### src/rtl/divu_pkg.sv
// divu_pkg: shared types for the wide-dividend divider.
// Assumes: nothing beyond IEEE 1800-2017 enums.
package divu_pkg;
    typedef enum logic [1:0] {
        ST_IDLE  = 2'd0,
        ST_CHECK = 2'd1,
        ST_RUN   = 2'd2
    } divu_state_e;
endpackage

### src/rtl/divu_ovf_check.sv
// divu_ovf_check: decides before iteration whether the quotient can fit.
// The quotient fits in W bits only if the divisor is strictly greater than
// the dividend high word; a zero divisor always lands on the overflow side.
// Assumes: both inputs are unsigned.
module divu_ovf_check #(
    parameter int W = 16
) (
    input  logic [W-1:0] hi_word,
    input  logic [W-1:0] divisor,
    output logic         ovf
);
    // full-width unsigned compare, valid for any top-bit combination
    always_comb begin
        ovf = (divisor <= hi_word);
    end
endmodule

### src/rtl/divu_step.sv
// divu_step: one restoring shift-subtract step producing one quotient bit.
// The partial remainder is shifted left with the next dividend bit, giving a
// W+1 bit trial value; if it is not below the divisor the divisor is taken
// off and a 1 enters the quotient.
// Assumes: part < divisor on entry (guaranteed when no overflow was flagged).
module divu_step #(
    parameter int W = 16
) (
    input  logic [W-1:0] part,
    input  logic [W-1:0] lo,
    input  logic [W-1:0] divisor,
    output logic [W-1:0] part_n,
    output logic [W-1:0] lo_n
);
    localparam int TW = W + 1;

    logic [TW-1:0] trial;
    logic [TW-1:0] diff;
    logic          fits;

    // build trial value, compare and conditionally subtract
    always_comb begin
        trial  = {part, lo[W-1]};
        diff   = trial - {1'b0, divisor};
        fits   = (trial >= {1'b0, divisor});
        part_n = fits ? diff[W-1:0] : trial[W-1:0];
        lo_n   = {lo[W-2:0], fits};
    end
endmodule

### src/rtl/divu_ctrl.sv
// divu_ctrl: sequencer for the divider. Accepts a start only when idle,
// spends one cycle on the overflow decision, then runs W iteration cycles.
// Emits one-cycle strobes for loading operands, iterating and finishing.
// Assumes: ovf_now is valid in the check state (driven from captured operands).
module divu_ctrl
    import divu_pkg::*;
#(
    parameter int W = 16
) (
    input  logic clk,
    input  logic rst_n,
    input  logic start,
    input  logic ovf_now,
    output logic load,
    output logic iter_en,
    output logic fin_ovf,
    output logic fin_ok,
    output logic busy
);
    localparam int CW = $clog2(W);
    localparam logic [CW-1:0] LAST = CW'(W - 1);

    divu_state_e   state_q;
    logic [CW-1:0] cnt_q;

    // decode strobes from the current state
    always_comb begin
        load    = (state_q == ST_IDLE) && start;
        iter_en = (state_q == ST_RUN);
        fin_ovf = (state_q == ST_CHECK) && ovf_now;
        fin_ok  = (state_q == ST_RUN) && (cnt_q == LAST);
        busy    = (state_q != ST_IDLE);
    end

    // state and iteration counter update
    always_ff @(posedge clk) begin
        if (!rst_n) begin
            state_q <= ST_IDLE;
            cnt_q   <= '0;
        end else begin
            case (state_q)
                ST_IDLE: begin
                    if (start) state_q <= ST_CHECK;
                end
                ST_CHECK: begin
                    cnt_q   <= '0;
                    state_q <= ovf_now ? ST_IDLE : ST_RUN;
                end
                ST_RUN: begin
                    if (cnt_q == LAST) state_q <= ST_IDLE;
                    else               cnt_q   <= cnt_q + 1'b1;
                end
                default: state_q <= ST_IDLE;
            endcase
        end
    end

    // a new operation can only begin from idle
    a_r9_check_only_from_idle: assert property (@(posedge clk) disable iff (!rst_n)
        (state_q != ST_IDLE) |=> (state_q != ST_CHECK));

    // iterations always begin at count zero
    a_r7_run_starts_at_zero: assert property (@(posedge clk) disable iff (!rst_n)
        (state_q == ST_CHECK && !ovf_now) |=> (state_q == ST_RUN && cnt_q == '0));

    // an overflowed check never enters iteration
    a_r6_no_run_on_ovf: assert property (@(posedge clk) disable iff (!rst_n)
        (state_q == ST_CHECK && ovf_now) |=> (state_q == ST_IDLE));
endmodule

### src/rtl/divu_wide.sv
// divu_wide: unsigned 2W-by-W divider, one quotient bit per clock.
// Captures operands on an accepted start, decides overflow from the captured
// high word and divisor, then iterates. Results are registered and held
// until the next operation completes. Overflow returns an all-ones quotient.
// Assumes: synchronous active-low reset; start is ignored while busy.
module divu_wide #(
    parameter int W = 16
) (
    input  logic         clk,
    input  logic         rst_n,
    input  logic         start_i,
    input  logic [W-1:0] dvd_hi_i,
    input  logic [W-1:0] dvd_lo_i,
    input  logic [W-1:0] dvsr_i,
    output logic         busy_o,
    output logic         done_o,
    output logic [W-1:0] quot_o,
    output logic [W-1:0] rem_o,
    output logic         ovf_o
);
    logic [W-1:0] part_q, lo_q, div_q;
    logic [W-1:0] part_n, lo_n;
    logic         ovf_now, load, iter_en, fin_ovf, fin_ok, busy;
    logic [W-1:0] quot_q, rem_q;
    logic         ovf_q, done_q;

    divu_ovf_check #(.W(W)) u_ovf (
        .hi_word (part_q),
        .divisor (div_q),
        .ovf     (ovf_now)
    );

    divu_step #(.W(W)) u_step (
        .part    (part_q),
        .lo      (lo_q),
        .divisor (div_q),
        .part_n  (part_n),
        .lo_n    (lo_n)
    );

    divu_ctrl #(.W(W)) u_ctrl (
        .clk     (clk),
        .rst_n   (rst_n),
        .start   (start_i),
        .ovf_now (ovf_now),
        .load    (load),
        .iter_en (iter_en),
        .fin_ovf (fin_ovf),
        .fin_ok  (fin_ok),
        .busy    (busy)
    );

    // working registers: capture operands, then shift-subtract
    always_ff @(posedge clk) begin
        if (!rst_n) begin
            part_q <= '0;
            lo_q   <= '0;
            div_q  <= '0;
        end else if (load) begin
            part_q <= dvd_hi_i;
            lo_q   <= dvd_lo_i;
            div_q  <= dvsr_i;
        end else if (iter_en) begin
            part_q <= part_n;
            lo_q   <= lo_n;
        end
    end

    // result registers and completion pulse
    always_ff @(posedge clk) begin
        if (!rst_n) begin
            quot_q <= '0;
            rem_q  <= '0;
            ovf_q  <= 1'b0;
            done_q <= 1'b0;
        end else begin
            done_q <= fin_ovf | fin_ok;
            if (fin_ovf) begin
                quot_q <= '1;
                rem_q  <= part_q;
                ovf_q  <= 1'b1;
            end else if (fin_ok) begin
                quot_q <= lo_n;
                rem_q  <= part_n;
                ovf_q  <= 1'b0;
            end
        end
    end

    assign busy_o = busy;
    assign done_o = done_q;
    assign quot_o = quot_q;
    assign rem_o  = rem_q;
    assign ovf_o  = ovf_q;

    // completion is a single-cycle pulse
    a_r8_done_single: assert property (@(posedge clk) disable iff (!rst_n)
        done_o |=> !done_o);

    // not busy while reporting completion
    a_r8_idle_at_done: assert property (@(posedge clk) disable iff (!rst_n)
        done_o |-> !busy_o);

    // overflow always reports a saturated quotient
    a_r4_saturate: assert property (@(posedge clk) disable iff (!rst_n)
        (done_o && ovf_o) |-> (quot_o == '1));

    // a valid remainder is below the divisor used
    a_r2_rem_below_div: assert property (@(posedge clk) disable iff (!rst_n)
        (done_o && !ovf_o) |-> (rem_o < div_q));

    // no-overflow completion only after a full run
    a_r3_no_overflow: assert property (@(posedge clk) disable iff (!rst_n)
        (done_o && !ovf_o) |-> $past(iter_en));
endmodule

### config.mk
export PLATFORM = sky130hd
export DESIGN_NAME = divu_wide
export DESIGN_NICKNAME = d
export VERILOG_FILES = /design/src/rtl/divu_pkg.sv /design/src/rtl/divu_ovf_check.sv /design/src/rtl/divu_step.sv /design/src/rtl/divu_ctrl.sv /design/src/rtl/divu_wide.sv
export SDC_FILE = /design/constraint.sdc
export NUM_CORES = 1
export LEC_CHECK = 0
export CAP_MARGIN = 0
export CORE_AREA = 2 2 96 98
export CTS_CLUSTER_SIZE = 14
export DETAILED_ROUTE_END_ITERATION = 7
export DIE_AREA = 0 0 98 100
export GPL_TIMING_DRIVEN = 0
export PLACE_DENSITY = 0.92
export SETUP_SLACK_MARGIN = 0.05
export SYNTH_ARGS = -nofsm -noshare
export SYNTH_HDL_FRONTEND = slang
export SYNTH_SLANG_ARGS = --single-unit
### constraint.sdc
create_clock -name clk -period 6.88 [get_ports clk]
set_input_delay 2.064 -clock clk [delete_from_list [all_inputs] [get_ports clk]]
set_output_delay 2.064 -clock clk [all_outputs]
set_load 0.1 [all_outputs]
==> impl_metrics.csv, run 1 <==
group,metric,value,unit
critical_path,rr_worst_depth,11,
finish,final_cell_mix,"nand2_1, dfxtp_1, clkdlybuf4s50_1",
timing,rsz0062_at_grt,"false",
finish,drive_above_1_share,0.0480,
global_routing,grt_antenna_before_repair,0,
cts,worstSkewPairLatency,380,ps
finish,n_antenna_cell,0,
floorplan,dieArea,9800,µm²
routing,vias,5072,
logic_synthesis,syn_nets,693,
routing,ant_nets,0,
status,outcome,"complete, but fails checks",
place,placed_cell_area,5870,µm²
routing,routed_wl,15000,µm
logic_synthesis,yosysUniqueCellTypes,59,
critical_path,crit_fanout,6,
routing,viasPerCell,6.19,
timing,drv_slew,0,
pwr,sequentialPowerShare,0.361,
pwr,comb_power_share,0.415,
floorplan,die_width,98,µm
timing,tns,0,ps
floorplan,fp.dieH,100,µm
job,max-cap-violations,0,
finish,nNetsFinal,789,
routing,routed-wl-met3,1340,µm
place,gp_congestion,0.939,
critical_path,required,4820,ps
timing,setup_violations,0,
floorplan,io_pins,86,
finish,utilization,0.683,
worst_hold_path,whs_endpoint,"ovf_o$_SDFFE_PN0P_",
global_routing,grt_start_max_net_pins,19,
cts,root_buffer,"clkbuf_8",
routing,post-route-drc-count,2,
critical_path,crit_slowest_cell,"clkdlybuf4s50_1",
logic_synthesis,synth_edf_count,0,
routing,drtPass1Iterations,8,
logic_synthesis,syn_area,4880,µm²
status,violations,"design-rule violations",
critical_path,worstPathArrival,2140,ps
routing,route.met2.wl,7090,µm
pwr,p_clk_frac,0.224,
cts,cts_tree,"built",
critical_path,worstSetupPathType,"flip-flop to primary output",
finish,final_area,6070,µm²
place,dp_hpwl,10800,µm
critical_path,critPathTopFamily,"buffers and inverters",
critical_path,critPathMaxStageDelay,1140,ps
pwr,swShare,0.422,
global_routing,grt_pass1_vias,4839,
cts,cts_resized,0,
logic_synthesis,ys_seq_elements,88,
critical_path,reg2reg_to,"quot_o[8]$_SDFFE_PN0P_",
logic_synthesis,syn_inst,608,
timing,worst_slew_pin_slew,1000,ps
global_routing,grt_pass1_wl,23700,µm
critical_path,worstSetupEndpointType,"primary output",
place,io_buffers,85,
critical_path,start_kind,"flip-flop",
pwr,leakage,2.36,nW
cts,clkTransAtPathRegs,100,ps
floorplan,core,8890,µm²
cts,clkSinkCount,88,
finish,fillers,705,
finish,final_common_cell,"nand2_1",
logic_synthesis,yosysWarnings,0,
cts,cts-buffers-inserted,9,
critical_path,path_buf_inv,2,
worst_hold_path,hold_path_class,"flip-flop to flip-flop",
logic_synthesis,seq_area_frac_synth,0.361,
pwr,power.switching,0.000686,W
logic_synthesis,synth_top_flop_cell,"dfxtp_1",
worst_hold_path,worstHoldStart,"ovf_o$_SDFFE_PN0P_",
timing,clock_skew,14.4,ps
routing,top_layer,"met4",
pwr,p_int,0.000941,W
finish,area_growth,24.4,%
critical_path,rrSetupSlack,3690,ps
timing,hold_viol,0,
logic_synthesis,syn_avg_cell_area,8.02,µm²
cts,clockBufferDepth,2,
timing,period_minus_slack,4200,ps
timing,max_freq,238,MHz
routing,wire_per_inst,18.3,µm
critical_path,path_cells,"nor2_1, inv_1, clkdlybuf4s50_1",
cts,cts.htree.levels,3,
global_routing,grt_util_all_layers,0.304,
timing,max-slew-margin-rel,0.329,
pwr,pwr_density_cell,268,nW/µm²
global_routing,gr-total-overflow,0,
pwr,peakVddDrop,152,µV
cts,post-cts-setup-buffers,0,
cts,ctsHoldBuffers,0,
floorplan,start_util,0.549,
critical_path,reg2reg_from,"part_q[11]$_SDFFE_PN0P_",
routing,drt_iter0_markers,485,
timing,timing.final.crit_share,0.610,
logic_synthesis,ys_async_sr_fraction,0,
routing,drt-met1-wl,6120,µm
floorplan,rows,35,
worst_hold_path,min_delay_path_depth,2,
how the worst max path moves through the flow:
stage | startpoint | endpoint | slack [ps] | depth (start not counted)
floorplan | u_ctrl.state_q[0]$_SDFFE_PN0P_ | busy_o | 3780 | 2
global placement | start_i | lo_q[9]$_SDFFE_PN0P_ | 2800 | 6
detailed placement | start_i | lo_q[11]$_SDFFE_PN0P_ | 2780 | 6
CTS | u_ctrl.state_q[0]$_SDFFE_PN0P_ | busy_o | 2690 | 3
global route | u_ctrl.state_q[0]$_SDFFE_PN0P_ | busy_o | 2620 | 3
finish | u_ctrl.state_q[0]$_SDFFE_PN0P_ | busy_o | 2680 | 3
registers in the layout, indices dropped and copies added (netlist names):
signal          count
quot_o             16
u_ctrl.cnt_q        4
u_ctrl.state_q      2
ovf_o               1
part_q             16
lo_q               16
done_o              1
rem_o              16
div_q              16
power by group through the flow:
| stage | Combinational [W] | Sequential, W | Clock (W) |
|---|---|---|---|
| after global placement | 0.000640 | 0.000595 | 0 |
| after global routing | 0.000715 | 0.000593 | 0.000388 |
| after CTS | 0.000661 | 0.000586 | 0.000363 |
| after detailed placement | 0.000654 | 0.000598 | 0 |
| after floorplan | 0.000376 | 0.000702 | 0 |
| final | 0.000675 | 0.000588 | 0.000365 |
layer usage:
layer  GRT usage  vias to the layer above
li1            -                     2334
met1       0.390                     2401
met2       0.514                      286
met3      0.0474                       51
met4       0.122                        0
met5           0                        -
metrics by stage:
stage	total power [W]	hold WS, ps	instances	setup slack [ps]
2_1_floorplan	0.00108	436	608	3780
3_3_place_gp	0.00124	446	804	2800
3_5_place_dp	0.00125	457	804	2780
4_1_cts	0.00161	475	820	2690
5_1_grt	0.00170	487	820	2620
6_report	0.00163	475	820	2680
worst min-delay path, cell delays in order, from the launching register on:
cell and delay [ps]:
dfxtp_1 330, nand2_1 60, a21oi_1 50
logic make-up after synthesis:
kind of cell               after synthesis  synth area share
DFF                                     88             0.361
adders and majority gates               34            0.0888
xor gates and xnor gates                12            0.0215
AOI/OAI and AO/OA                      167             0.230
buffers and inverters                   79            0.0659
muxes                                   19            0.0395
and+or+nand+nor                        209             0.193
layout make-up:
| cell class | instances | area, µm² | area share |
|---|---|---|---|
| inverter | 42 | 158 | 0.0260 |
| timing repair buffer | 85 | 851 | 0.140 |
| buffer | 37 | 164 | 0.0270 |
| tap | 111 | 139 | 0.0229 |
| clock buffer | 9 | 124 | 0.0204 |
| clock inverter | 7 | 77.6 | 0.0128 |
| multi-input combinational | 441 | 2790 | 0.460 |
| sequential | 88 | 1760 | 0.290 |
Yosys cell counts (5+ instances only):
cell type | n | area [µm²]
o31a_1 | 14 | 123
a21o_1 | 5 | 37.5
clkbuf_1 | 26 | 97.6
ha_1 | 33 | 413
nand3_1 | 14 | 70.1
and3_1 | 15 | 93.8
a31oi_1 | 21 | 131
a22oi_1 | 30 | 225
nand2b_1 | 5 | 31.3
and2_1 | 5 | 31.3
o21a_1 | 9 | 67.6
nand4_1 | 7 | 43.8
nand2_1 | 95 | 357
a21oi_1 | 55 | 275
inv_1 | 41 | 154
nor2_1 | 47 | 176
mux2i_1 | 17 | 170
buf_2 | 5 | 25.0
xnor2_1 | 10 | 87.6
dfxtp_1 | 88 | 1760
Note: power is estimated with default switching activity, not from simulation.
==> run 2, diff against run 1 <==
--- a/config.mk
+++ b/config.mk
@@ -6,12 +6,12 @@
 export NUM_CORES = 1
 export LEC_CHECK = 0
 export CAP_MARGIN = 0
-export CORE_AREA = 2 2 96 98
+export CORE_AREA = 2 2 104 106
 export CTS_CLUSTER_SIZE = 14
 export DETAILED_ROUTE_END_ITERATION = 7
-export DIE_AREA = 0 0 98 100
+export DIE_AREA = 0 0 106 108
 export GPL_TIMING_DRIVEN = 0
-export PLACE_DENSITY = 0.92
+export PLACE_DENSITY = 0.84
 export SETUP_SLACK_MARGIN = 0.05
 export SYNTH_ARGS = -nofsm -noshare
 export SYNTH_HDL_FRONTEND = slang
==> constraint.sdc (replaced) <==
create_clock -name clk -period 3.5 [get_ports clk]
set_input_delay 1.05 -clock clk [delete_from_list [all_inputs] [get_ports clk]]
set_output_delay 1.05 -clock clk [all_outputs]
set_load 0.1 [all_outputs]
==> run 2 against run 1 <==
Routed wire length shrank 1.4%. Total power increased by 100%. Global-route usage shrank 3.8 points. The flow now finishes without violations. Design area grew 1.0%. Largest cell class unchanged. Sequential share of layout area down 0.29 points. Critical endpoint unchanged. Clock skew is 2.1 ps higher. Combinational power rose by 94%. Final cell count is 3.0% higher.
==> impl_metrics.csv, run 2 (synthesis gave the netlist of run 1 again) <==
group,metric,value,unit
status,outcome,"completed",
routing,ant_nets,0,
timing,clock_skew,16.5,ps
place,placed_cell_area,5900,µm²
finish,fillers,921,
floorplan,fp.dieH,108,µm
cts,root_buffer,"clkbuf_8",
pwr,peakVddDrop,289,µV
critical_path,required,2450,ps
cts,cts_tree,"built",
finish,regArea,1760,µm²
critical_path,critPathMaxStageDelay,1130,ps
routing,vias,4957,
timing,hold_viol,0,
timing,holdWs,467,ps
cts,post-cts-setup-buffers,0,
floorplan,start_util,0.477,
finish,area_growth,25.7,%
cts,ctsHoldBuffers,0,
cts,clkSinkCount,88,
critical_path,crit_slowest_cell,"clkdlybuf4s50_1",
critical_path,start_kind,"flip-flop",
cts,clockBufferDepth,2,
cts,cts.htree.levels,3,
pwr,pwr_density_cell,540,nW/µm²
critical_path,worstSetupEndpointType,"primary output",
global_routing,grt_pass1_wl,23900,µm
timing,timing.final.crit_share,0.912,
routing,viasPerCell,5.87,
cts,cts_resized,0,
floorplan,core,10200,µm²
timing,rsz0062_at_grt,"false",
finish,nNetsFinal,789,
floorplan,die_width,106,µm
cts,worstSkewPairLatency,380,ps
finish,final_area,6130,µm²
finish,final_common_cell,"nand2_1",
global_routing,grt_pass1_vias,4853,
timing,max_freq,313,MHz
pwr,leakage,2.38,nW
routing,drt_iter0_markers,479,
timing,max-slew-margin-rel,0.331,
critical_path,path_cells,"nor2_1, inv_1, clkdlybuf4s50_1",
routing,drtPass1Iterations,5,
global_routing,grt_util_all_layers,0.265,
place,dp_hpwl,11000,µm
job,max-cap-violations,0,
timing,setup_violations,0,
finish,final_cell_mix,"nand2_1, dfxtp_1, clkdlybuf4s50_1",
routing,wire_per_inst,17.5,µm
global_routing,grt_start_max_net_pins,18,
global_routing,gr-total-overflow,0,
cts,clkTransAtPathRegs,110,ps
place,io_buffers,85,
critical_path,worstPathArrival,2140,ps
finish,n_antenna_cell,0,
timing,worst_slew_pin_slew,1000,ps
floorplan,rows,37,
worst_hold_path,hold_path_class,"flip-flop to flip-flop",
cts,cts-buffers-inserted,9,
routing,post-route-drc-count,0,
floorplan,dieArea,11400,µm²
timing,tns,0,ps
finish,drive_above_1_share,0.0480,
floorplan,io_pins,86,
critical_path,worstSetupPathType,"flip-flop to primary output",
timing,period_minus_slack,3190,ps
critical_path,crit_fanout,6,
routing,routed_wl,14800,µm
global_routing,grt_antenna_before_repair,0,
timing,drv_slew,0,
finish,multi_input_area,2790,µm²
place,gp_congestion,0.923,
## run 2: cell count changes in the layout (fill, tap and decap cells not counted), sizes merged
cell	before	now
bufinv	0	2
clkinv	4	0
inv	44	46
## run 2: worst max-delay path: cells and delay by family (launching register included)
kind	cells	cell delay (ps)
buf+inv	2	1200
flops	1	450
simple gates	1	110
## run 2: area by class of cell
class,instances,area share
flip-flops and latches,88,0.287
multi-input cells,441,0.456
repair buffers,85,0.139
inverters,42,0.0257
plain buffers,37,0.0267
clock inverters,7,0.0176
clock buffers,9,0.0202
well taps,136,0.0278
## run 2: per-layer routing
layer	global-route usage	wire length (µm)
met3	0.0416	1250
met1	0.349	6190
met4	0.132	574
met2	0.425	6790
met5	0	0
## run 2: where the power goes
part	internal (W)	total, W	switching, W	leakage (nW)
clock network	0.000417	0.000842	0.000425	0.114
logic	0.000487	0.00131	0.000825	1.54
registers	0.00108	0.00116	0.0000723	0.720
total	0.00199	0.00331	0.00132	2.38
## run 2: final timing paths
kind | start | to | slack (ps) | cells past startpoint
setup / recovery | u_ctrl.state_q[0]$_SDFFE_PN0P_ | busy_o | 310 | 3
hold / removal | ovf_o$_SDFFE_PN0P_ | ovf_o$_SDFFE_PN0P_ | 470 | 2
setup reg to reg | part_q[11]$_SDFFE_PN0P_ | quot_o[10]$_SDFFE_PN0P_ | 360 | 11
hold reg to reg | ovf_o$_SDFFE_PN0P_ | ovf_o$_SDFFE_PN0P_ | 470 | 2
## run 2: stage by stage
step	setup WS, ps	util	power (W)	std cells
after floorplan	1140	-	0.00212	608
after global placement	498	0.576	0.00243	829
after detailed placement	423	0.576	0.00247	829
after CTS	330	0.599	0.00329	845
after global routing	263	0.599	0.00345	845
final	309	0.599	0.00331	845
==> run 3, diff against run 2 <==
--- a/config.mk
+++ b/config.mk
@@ -6,13 +6,14 @@
 export NUM_CORES = 1
 export LEC_CHECK = 0
 export CAP_MARGIN = 0
-export CORE_AREA = 2 2 104 106
+export CORE_AREA = 2 2 112 114
 export CTS_CLUSTER_SIZE = 14
 export DETAILED_ROUTE_END_ITERATION = 7
-export DIE_AREA = 0 0 106 108
+export DIE_AREA = 0 0 114 116
 export GPL_TIMING_DRIVEN = 0
 export PLACE_DENSITY = 0.84
 export SETUP_SLACK_MARGIN = 0.05
 export SYNTH_ARGS = -nofsm -noshare
 export SYNTH_HDL_FRONTEND = slang
+export SYNTH_HIERARCHICAL = 1
 export SYNTH_SLANG_ARGS = --single-unit
==> run 3 against run 2 <==
Clock skew shrank 10 ps. Critical path depth up 8. Final cell count shrank 1.1%.
==> impl_metrics.csv, run 3 <==
group,metric,value,unit
critical_path,worstPathArrival,3640,ps
cts,cts_resized,0,
cts,clockBufferDepth,2,
logic_synthesis,synth_top_flop_cell,"dfxtp_1",
global_routing,grt_pass1_wl,24700,µm
logic_synthesis,syn_nets,673,
floorplan,rows,40,
logic_synthesis,synth_top_area_frac,0.298,
status,outcome,"completed",
critical_path,path_buf_inv,4,
critical_path,path_cells,"inv_1, ha_1, nand4_1, nor2_1, a221o_1, o31ai_2, inv_1, nor2_1, buf_2, buf_2, o211a_1",
floorplan,core,11900,µm²
critical_path,crit_fanout,10,
critical_path,start_kind,"flip-flop",
logic_synthesis,yosysTopAreaCell,"dfxtp_1",
place,io_buffers,85,
place,dp_hpwl,11500,µm
timing,worst_slew_pin_slew,1020,ps
critical_path,worstSetupEndpointType,"flip-flop",
logic_synthesis,synth_edf_count,0,
floorplan,io_pins,86,
logic_synthesis,yosysMostFrequentCell,"dfxtp_1",
floorplan,dieArea,13200,µm²
routing,post-route-drc-count,0,
job,max-cap-violations,0,
logic_synthesis,syn_inst,588,
logic_synthesis,synth_area_leaders,"dfxtp_1, mux2_4, o211a_1, ha_1, mux2_2",
timing,hold_viol,0,
global_routing,gr-total-overflow,0,
pwr,peakVddDrop,229,µV
routing,wire_per_inst,18.4,µm
cts,cts.htree.levels,3,
global_routing,grt_pass1_vias,4990,
timing,clock_skew,6.02,ps
logic_synthesis,synth_common_cells,"dfxtp_1, mux2_4, o211a_1",
routing,vias,4698,
cts,post-cts-setup-buffers,0,
finish,drive_above_1_share,0.199,
worst_hold_path,hold_path_class,"flip-flop to flip-flop",
place,dp.cells,820,
finish,stdcell_count,836,
cts,root_buffer,"clkbuf_16",
timing,max-slew-margin-rel,0.315,
finish,nNetsFinal,769,
floorplan,fp.dieH,116,µm
timing,drv_slew,0,
critical_path,rrSetupSlack,150,ps
global_routing,grt_antenna_before_repair,0,
routing,ant_nets,0,
critical_path,crit_slowest_cell,"dfxtp_1",
logic_synthesis,yosysUniqueCellTypes,57,
cts,worstSkewPairLatency,340,ps
pwr,pwr_density_cell,531,nW/µm²
logic_synthesis,seq_area_frac_synth,0.298,
cts,cts_tree,"built",
timing,timing.final.crit_share,0.957,
timing,period_minus_slack,3350,ps
timing,rsz0062_at_grt,"false",
logic_synthesis,yosysWarnings,6,
pwr,total_power,0.00385,W
logic_synthesis,syn_area,5910,µm²
cts,clkTransAtPathRegs,70,ps
cts,ctsHoldBuffers,0,
critical_path,worstSetupPathType,"flip-flop to flip-flop",
timing,setup_violations,0,
cts,clkSinkCount,88,
finish,n_antenna_cell,0,
place,gp_congestion,0.877,
critical_path,required,3790,ps
finish,regArea,1760,µm²
global_routing,grt_util_all_layers,0.237,
finish,area_growth,22.5,%
routing,viasPerCell,5.62,
routing,drt_iter0_markers,211,
pwr,leakage,3.48,nW
finish,final_cell_mix,"dfxtp_1, clkdlybuf4s50_1, mux2_4",
routing,drtPass1Iterations,4,
cts,cts-buffers-inserted,9,
global_routing,grt_start_max_net_pins,16,
floorplan,start_util,0.497,
timing,max_freq,298,MHz
critical_path,critPathMaxStageDelay,440,ps
timing,tns,0,ps
logic_synthesis,syn_avg_cell_area,10.1,µm²
finish,multi_input_area,3620,µm²
logic_synthesis,ys_seq_elements,88,
critical_path,critPathTopFamily,"compound AO/OA/AOI/OAI gates",
floorplan,die_width,114,µm
finish,final_common_cell,"dfxtp_1",
routing,routed_wl,15400,µm
finish,fillers,1007,
logic_synthesis,ys_async_sr_fraction,0,
[run 3: routing by layer]
metal | GRT usage | up-vias | share of wire | wire (µm)
met5 | 0 | - | 0 | 0
met4 | 0.0967 | 0 | 0.027 | 415
met3 | 0.0392 | 32 | 0.045 | 684
met2 | 0.413 | 134 | 0.48 | 7400
met1 | 0.292 | 2271 | 0.45 | 6850
li1 | - | 2261 | - | -
[run 3: report_power, final]
| group | internal [W] | switching (W) |
|---|---|---|
| sequential | 0.00110 | 0.0000876 |
| clock | 0.000558 | 0.000424 |
| combinational | 0.000722 | 0.000954 |
[run 3: path summary, 6_finish.rpt]
kind | start | endpoint | cells past startpoint
worst max-delay path | part_q[14]$_SDFFE_PN0P_ | rem_o[7]$_SDFFE_PN0P_ | 11
worst min-delay path | u_ctrl/cnt_q[1]$_SDFFE_PN0P_ | u_ctrl/cnt_q[1]$_SDFFE_PN0P_ | 2
worst max register to register | part_q[14]$_SDFFE_PN0P_ | rem_o[7]$_SDFFE_PN0P_ | 11
worst min register to register | u_ctrl/cnt_q[1]$_SDFFE_PN0P_ | u_ctrl/cnt_q[1]$_SDFFE_PN0P_ | 2
[run 3: area by class of cell]
cell class              count  area share
multi-input cells         403       0.499
repair buffers             85       0.117
well taps                 147      0.0254
inverters                  44      0.0231
clock buffers              10      0.0316
clock inverters             6     0.00932
plain buffers              53      0.0509
flip-flops and latches     88       0.243
[run 3: tightest hold or removal path: stages, from the launching register on]
cell     delay [ps]
dfxtp_1         330
nand3_1          80
mux2i_1          60
[run 3: per-stage QoR]
stage	hold WS [ps]	instance area [µm²]	worst slack, ps	util
after floorplan	467	5910	647	-
after global placement	479	6950	312	0.583
after detailed placement	507	6950	296	0.583
after CTS	517	7250	245	0.608
after global routing	552	7250	67.2	0.608
final	514	7250	149	0.608
[run 3: logic make-up (layout without fill, tap and decap cells)]
kind of cell,count (synthesis),in the layout,synth area share
flip-flops,88,88,0.298
adder cells (fa/ha/maj),34,34,0.0732
multiplexers,97,97,0.212
buffers and inverters,97,198,0.0908
AND/OR/NAND/NOR,132,132,0.129
XOR/XNOR,12,12,0.0178
AO/OA/AOI/OAI,128,128,0.179
